### config.mk
export PLATFORM = sky130hd
export DESIGN_NAME = can_rx_fifo3
export DESIGN_NICKNAME = d
export VERILOG_FILES = /design/src/rtl/rxq_pkg.sv /design/src/rtl/rxq_stamp.sv /design/src/rtl/rxq_occupancy.sv /design/src/rtl/rxq_store.sv /design/src/rtl/can_rx_fifo3.sv
export SDC_FILE = /design/constraint.sdc
export NUM_CORES = 1
export LEC_CHECK = 0
export ABC_AREA = 0
export BUFFER_PORTS_ARGS = -buffer_cell sky130_fd_sc_hd__buf_4
export CAP_MARGIN = 20
export CORE_MARGIN = 10
export CORE_UTILIZATION = 31
export DETAILED_ROUTE_END_ITERATION = 7
export PLACE_DENSITY = 0.46
export SLEW_MARGIN = 25
export SYNTH_ARGS = -nofsm -noshare
export SYNTH_HDL_FRONTEND = slang
export SYNTH_SLANG_ARGS = --single-unit
### constraint.sdc
create_clock -name clk -period 2.1 [get_ports clk]
set_input_delay 0.105 -clock clk [delete_from_list [all_inputs] [get_ports clk]]
set_output_delay 0.105 -clock clk [all_outputs]
set_load 0.01 [all_outputs]
### src/rtl/rxq_pkg.sv
package rxq_pkg;
  localparam int ID_W   = 29;
  localparam int DLC_W  = 4;
  localparam int DATA_W = 64;
  localparam int TS_W   = 16;
  localparam int DEPTH  = 3;
  localparam int PTR_W  = $clog2(DEPTH);
  localparam int CNT_W  = $clog2(DEPTH + 1);

  typedef struct packed {
    logic [ID_W-1:0]   id;
    logic [DLC_W-1:0]  dlc;
    logic [DATA_W-1:0] data;
    logic [TS_W-1:0]   ts;
  } rx_frame_t;

  typedef enum logic [2:0] {
    Q_EMPTY = 3'd0,
    Q_ONE   = 3'd1,
    Q_TWO   = 3'd2,
    Q_THREE = 3'd3,
    Q_OVER  = 3'd4
  } q_state_t;

  function automatic logic [PTR_W-1:0] ptr_next(input logic [PTR_W-1:0] p);
    return (p == PTR_W'(DEPTH - 1)) ? '0 : p + PTR_W'(1);
  endfunction

  function automatic logic [CNT_W-1:0] state_count(input q_state_t s);
    case (s)
      Q_EMPTY: return CNT_W'(0);
      Q_ONE:   return CNT_W'(1);
      Q_TWO:   return CNT_W'(2);
      default: return CNT_W'(3);
    endcase
  endfunction

  function automatic q_state_t state_next(input q_state_t s, input logic put,
                                          input logic take, input logic clr);
    case (s)
      Q_EMPTY: return put ? Q_ONE : Q_EMPTY;
      Q_ONE:   return (put == take) ? Q_ONE : (put ? Q_TWO : Q_EMPTY);
      Q_TWO:   return (put == take) ? Q_TWO : (put ? Q_THREE : Q_ONE);
      Q_THREE: return (put == take) ? Q_THREE : (put ? Q_OVER : Q_TWO);
      Q_OVER: begin
        if (take)              return put ? Q_THREE : Q_TWO;
        else if (clr && !put)  return Q_THREE;
        else                   return Q_OVER;
      end
      default: return Q_EMPTY;
    endcase
  endfunction
endpackage

### src/rtl/rxq_stamp.sv
module rxq_stamp
  import rxq_pkg::*;
(
  input  logic            clk,
  input  logic            rst_n,
  input  logic            bit_tick,
  input  logic            sof_sample,
  output logic [TS_W-1:0] ts_now,
  output logic [TS_W-1:0] sof_ts
);
  always_ff @(posedge clk) begin
    if (!rst_n) begin
      ts_now <= '0;
      sof_ts <= '0;
    end else begin
      if (bit_tick)   ts_now <= ts_now + TS_W'(1);
      if (sof_sample) sof_ts <= ts_now;
    end
  end

  assert_tick_step_R9: assert property (@(posedge clk) disable iff (!rst_n)
    bit_tick |=> ts_now == $past(ts_now) + TS_W'(1));
  assert_sof_latch_R9: assert property (@(posedge clk) disable iff (!rst_n)
    sof_sample |=> sof_ts == $past(ts_now));
endmodule

### src/rtl/rxq_occupancy.sv
module rxq_occupancy
  import rxq_pkg::*;
(
  input  logic             clk,
  input  logic             rst_n,
  input  logic             commit,
  input  logic             release_req,
  input  logic             ovr_clr,
  output q_state_t         state,
  output logic [CNT_W-1:0] cnt,
  output logic [PTR_W-1:0] head,
  output logic [PTR_W-1:0] tail,
  output logic             wr_en,
  output logic             ovr_flag
);
  logic rel_ok;
  logic discard;

  assign rel_ok  = release_req && (state != Q_EMPTY);
  assign wr_en   = commit && (rel_ok || (state != Q_THREE && state != Q_OVER));
  assign discard = commit && !wr_en;
  assign cnt     = state_count(state);

  always_ff @(posedge clk) begin
    if (!rst_n) begin
      state    <= Q_EMPTY;
      head     <= '0;
      tail     <= '0;
      ovr_flag <= 1'b0;
    end else begin
      state <= state_next(state, commit, rel_ok, ovr_clr);
      if (rel_ok) head <= ptr_next(head);
      if (wr_en)  tail <= ptr_next(tail);
      if (discard)      ovr_flag <= 1'b1;
      else if (ovr_clr) ovr_flag <= 1'b0;
    end
  end

  assert_idle_hold_R2: assert property (@(posedge clk) disable iff (!rst_n)
    (!commit && !release_req && !ovr_clr) |=> $stable(state) && $stable(head));
  assert_step_up_R3: assert property (@(posedge clk) disable iff (!rst_n)
    (commit && !release_req && state != Q_THREE && state != Q_OVER)
      |=> cnt == $past(cnt) + CNT_W'(1));
  assert_step_down_R5: assert property (@(posedge clk) disable iff (!rst_n)
    (release_req && !commit && state != Q_OVER && state != Q_EMPTY)
      |=> cnt == $past(cnt) - CNT_W'(1));
  assert_empty_rel_R5: assert property (@(posedge clk) disable iff (!rst_n)
    (release_req && state == Q_EMPTY) |=> $stable(head));
  assert_ovr_set_R6: assert property (@(posedge clk) disable iff (!rst_n)
    (commit && !release_req && state == Q_THREE) |=> ovr_flag && state == Q_OVER);
  assert_ovr_sticky_R7: assert property (@(posedge clk) disable iff (!rst_n)
    (ovr_flag && !ovr_clr) |=> ovr_flag);
  assert_ovr_release_R7: assert property (@(posedge clk) disable iff (!rst_n)
    (state == Q_OVER && release_req && !commit && !ovr_clr) |=> cnt == CNT_W'(2) && ovr_flag);
  assert_same_cycle_R8: assert property (@(posedge clk) disable iff (!rst_n)
    (commit && release_req && state != Q_EMPTY) |=> $stable(cnt) && head != $past(head));
endmodule

### src/rtl/rxq_store.sv
module rxq_store
  import rxq_pkg::*;
(
  input  logic             clk,
  input  logic             rst_n,
  input  logic             wr_en,
  input  logic [PTR_W-1:0] wr_ptr,
  input  rx_frame_t        wr_frame,
  input  logic [PTR_W-1:0] rd_ptr,
  output rx_frame_t        rd_frame
);
  rx_frame_t slot_view [DEPTH];

  for (genvar g = 0; g < DEPTH; g++) begin : g_slot
    rx_frame_t q;
    always_ff @(posedge clk) begin
      if (!rst_n)                                q <= '0;
      else if (wr_en && wr_ptr == PTR_W'(g))     q <= wr_frame;
    end
    assign slot_view[g] = q;
  end

  always_comb begin
    rd_frame = slot_view[0];
    for (int i = 1; i < DEPTH; i++)
      if (rd_ptr == PTR_W'(i)) rd_frame = slot_view[i];
  end
endmodule

### src/rtl/can_rx_fifo3.sv
module can_rx_fifo3
  import rxq_pkg::*;
(
  input  logic              clk,
  input  logic              rst_n,
  input  logic              bit_tick,
  input  logic              sof_sample,
  input  logic              frame_end,
  input  logic              frame_ok,
  input  logic              filt_pass,
  input  logic [ID_W-1:0]   in_id,
  input  logic [DLC_W-1:0]  in_dlc,
  input  logic [DATA_W-1:0] in_data,
  input  logic              rel_req,
  input  logic              ovr_clr,
  output logic [ID_W-1:0]   out_id,
  output logic [DLC_W-1:0]  out_dlc,
  output logic [DATA_W-1:0] out_data,
  output logic [TS_W-1:0]   out_ts,
  output logic [1:0]        pend_cnt,
  output logic              ovr_flag,
  output logic              irq_full,
  output logic              irq_ovr
);
  logic             commit;
  logic [TS_W-1:0]  ts_now;
  logic [TS_W-1:0]  sof_ts;
  q_state_t         state;
  logic [CNT_W-1:0] cnt;
  logic [PTR_W-1:0] head;
  logic [PTR_W-1:0] tail;
  logic             wr_en;
  rx_frame_t        wr_frame;
  rx_frame_t        rd_frame;

  assign commit = frame_end && frame_ok && filt_pass;

  rxq_stamp u_stamp (
    .clk(clk), .rst_n(rst_n), .bit_tick(bit_tick), .sof_sample(sof_sample),
    .ts_now(ts_now), .sof_ts(sof_ts)
  );

  rxq_occupancy u_occ (
    .clk(clk), .rst_n(rst_n), .commit(commit), .release_req(rel_req),
    .ovr_clr(ovr_clr), .state(state), .cnt(cnt), .head(head), .tail(tail),
    .wr_en(wr_en), .ovr_flag(ovr_flag)
  );

  always_comb begin
    wr_frame.id   = in_id;
    wr_frame.dlc  = in_dlc;
    wr_frame.data = in_data;
    wr_frame.ts   = sof_ts;
  end

  rxq_store u_store (
    .clk(clk), .rst_n(rst_n), .wr_en(wr_en), .wr_ptr(tail),
    .wr_frame(wr_frame), .rd_ptr(head), .rd_frame(rd_frame)
  );

  assign out_id   = rd_frame.id;
  assign out_dlc  = rd_frame.dlc;
  assign out_data = rd_frame.data;
  assign out_ts   = rd_frame.ts;
  assign pend_cnt = cnt[1:0];
  assign irq_full = (state == Q_THREE);
  assign irq_ovr  = ovr_flag;

  assert_reject_R2: assert property (@(posedge clk) disable iff (!rst_n)
    (frame_end && !(frame_ok && filt_pass) && !rel_req && !ovr_clr)
      |=> $stable(pend_cnt) && $stable(out_id) && $stable(ovr_flag));
  assert_discard_R6: assert property (@(posedge clk) disable iff (!rst_n)
    (commit && pend_cnt == 2'd3 && !rel_req) |=> pend_cnt == 2'd3 && $stable(out_id) && ovr_flag);
  assert_irq_full_R10: assert property (@(posedge clk) disable iff (!rst_n)
    irq_full |-> pend_cnt == 2'd3);
  assert_irq_ovr_R10: assert property (@(posedge clk) disable iff (!rst_n)
    (pend_cnt == 2'd3 && !irq_full) |-> irq_ovr || $past(ovr_clr));
endmodule

==> metrics.txt <==
PwrDens=734 nW/um2; TNS Setup=-1.56 ps; hold_ws=386 ps; failing checks=setup timing; CTS Root Cell=clkbuf_16; Slew headroom=0.669; post-route setup slack=-1.56 ps; Final Util=0.431; commonest non-fill, non-tap cells in the layout=nand2_1, mux2i_1, dfxtp_1; ys async rst share=0; DP HPWL=30900 um; leak pwr=9.60 nW; achievable clock frequency=476 MHz; Core Region=55000 um2; area growth from synthesis to layout=37.9%; Pre-antenna DRT Iters=5; Slowest cell on crit path=dfxtp_4; number of synthesized flops with an enable pin=0; sequential area share after synthesis=0.442; final worst path period share=1.00; crit path cell chain=buf_6, buf_12, clkbuf_16, nor2b_1, a211oi_1, a21oi_1, buf_4; Final GP Congestion=0.723; Slew Limit Fails=0; Final setup violation count=1; Post-synth top flop=dfxtp_1; Final #Nets=2326; share of post-route cells with drive strength above 1=0.205; Clock Path Buffers=3; Setup crit start kind=flop; DR vias=14.3k; WL/cell=17.7 um; port buffer count=223; largest net degree at the start of global routing=93; fin crit period=2100 ps; Vias/cell=4.78; std cell rows=86; Critical Path Start=u_occ.head[0]$_SDFFE_PN0P_; htree depth=2; outcome=finished with violations; worst skew pair latency=570 ps; Mean Syn Cell Area=9.05 um2; initial DRC count=639; Clock transition at path regs=60 ps; worst path required time=2000 ps; initial antenna violation count=0; Die Width=255 um; Syn Nets=2008; post-synth cell types=42; Cells after Synth=1898; Top-Level Pins=224; worst-path fanout max=8; Hold Crit Class=primary input to flop; WP data arrival=2000 ps; hold path start=in_id[21]; r2r setup slk=230 ps; setup repair after global routing missed its margin=yes; # diodes=0; Synth Warn #=0; clock skew=11.6 ps; largest area contributor in the netlist=dfxtp_1; Crit Path Category=flop to output port; CTS tree=done; Initial Utilization=0.312; clock sink total=379; hold violation total from the final report=0; most common cell after layout, fill and taps aside=nand2_1; CTS Buf Count=45; vias in the first global route=14.4k; post-synth top area share=0.442; Die Ht=255 um; worst slew pin tran=497 ps; gr ovfl total=0; remaining antenna violation count=0; VDD IR-drop max=0.000483 V; slowest stage delay, CP=440 ps; r2r startpoint=u_occ.state[1]$_SDFF_PN0_; first-pass GRT wire length=80800 um; final wirelength=53000 um; Worst Setup End Kind=output port; max_cap viols=0; Post-Synthesis Cell Area=17200 um2; largest cells by area after synthesis=dfxtp_1, mux2i_1, nand2_1; die area=65200 um2; Yosys reg bits=379; drt drc=0; total global-route track usage=0.149
## metrics by stage
stage	instances	worst slack (ps)	area, um2	power [W]
5_1_grt	3000	-70.5	23700	0.0181
4_1_cts	2982	-36.6	23000	0.0175
3_3_place_gp	2781	281	20100	0.00897
2_1_floorplan	1898	262	17200	0.00830
3_5_place_dp	2781	214	20100	0.00898
6_report	3000	-1.56	23700	0.0174
## cell families after synthesis
group	share of synthesized area
compound gates	0.0804
xor+xnor	0.00255
fa+ha+maj	0.00291
buf+inv	0.0433
flops	0.442
mux	0.259
simple gates	0.170
## where the power goes
| group | switching [W] | leakage (nW) | internal, W |
|---|---|---|---|
| Combinational | 0.000961 | 5.77 | 0.000925 |
| Clock | 0.00309 | 0.766 | 0.00505 |
| Sequential | 0.0000640 | 3.06 | 0.00728 |
| Total | 0.00411 | 9.60 | 0.0133 |
## layer usage
| layer | track usage | share of wire |
|---|---|---|
| met5 | 0 | 0 |
| met3 | 0.0259 | 0.031 |
| met1 | 0.197 | 0.48 |
| met4 | 0.0343 | 0.014 |
| met2 | 0.249 | 0.48 |
## area by class of cell
type                    count  area, um2
clock buffers              74       1410
well taps                 748        936
fillers                  5341      31300
clock inverters             9        153
multi-input cells        1357       9140
inverters                   6       22.5
flip-flops and latches    379       7590
repair buffers            427       4420
## synth_stat cells (5+ instances only)
| library cell | number |
|---|---|
| a211oi_1 | 81 |
| a21oi_1 | 91 |
| buf_2 | 27 |
| buf_4 | 11 |
| buf_6 | 8 |
| clkbuf_1 | 106 |
| dfxtp_1 | 379 |
| inv_1 | 6 |
| mux2i_1 | 444 |
| nand2_1 | 468 |
| nand2b_1 | 10 |
| nand4_1 | 6 |
| nor2_1 | 88 |
| nor2b_1 | 81 |
| nor4_1 | 5 |
| o22ai_1 | 33 |
| o31ai_1 | 5 |
| or4_1 | 5 |
## sequential cells by signal, summed over array words and instances, names as in the netlist
register,flops
u_occ.head,2
u_store.g_slot.q,339
u_occ.tail,2
u_occ.state,3
u_stamp.ts_now,16
u_stamp.sof_ts,16
u_occ.ovr_flag,1
## final timing paths
check / end / cells past startpoint
worst max-delay path: out_data[40] / 7
worst min-delay path: u_store.g_slot[1].q[105]$_SDFFE_PN0P_ / 4
worst max register to register: u_store.g_slot[0].q[35]$_SDFFE_PN0P_ / 6
worst min register to register: u_store.g_slot[0].q[69]$_SDFFE_PN0P_ / 2
## timing repair
item                                   in CTS  in global routing
pin swaps                                  12                 39
endpoints found under the hold margin     320                  0
gates cloned                                8                 15
hold buffers                              105                  0
setup endpoints to repair                  66                 73
resized for setup                          25                 63
buffers inserted                            5                  4
## worst max-delay path: cells and delay by family (launching register included)
kind	cells	cell delay (ps)
flip-flops	1	440
AND/OR/NAND/NOR	1	50
AO/OA/AOI/OAI	2	290
buffers and inverters	4	630
No activity file was read; power rests on OpenSTA's default activity.
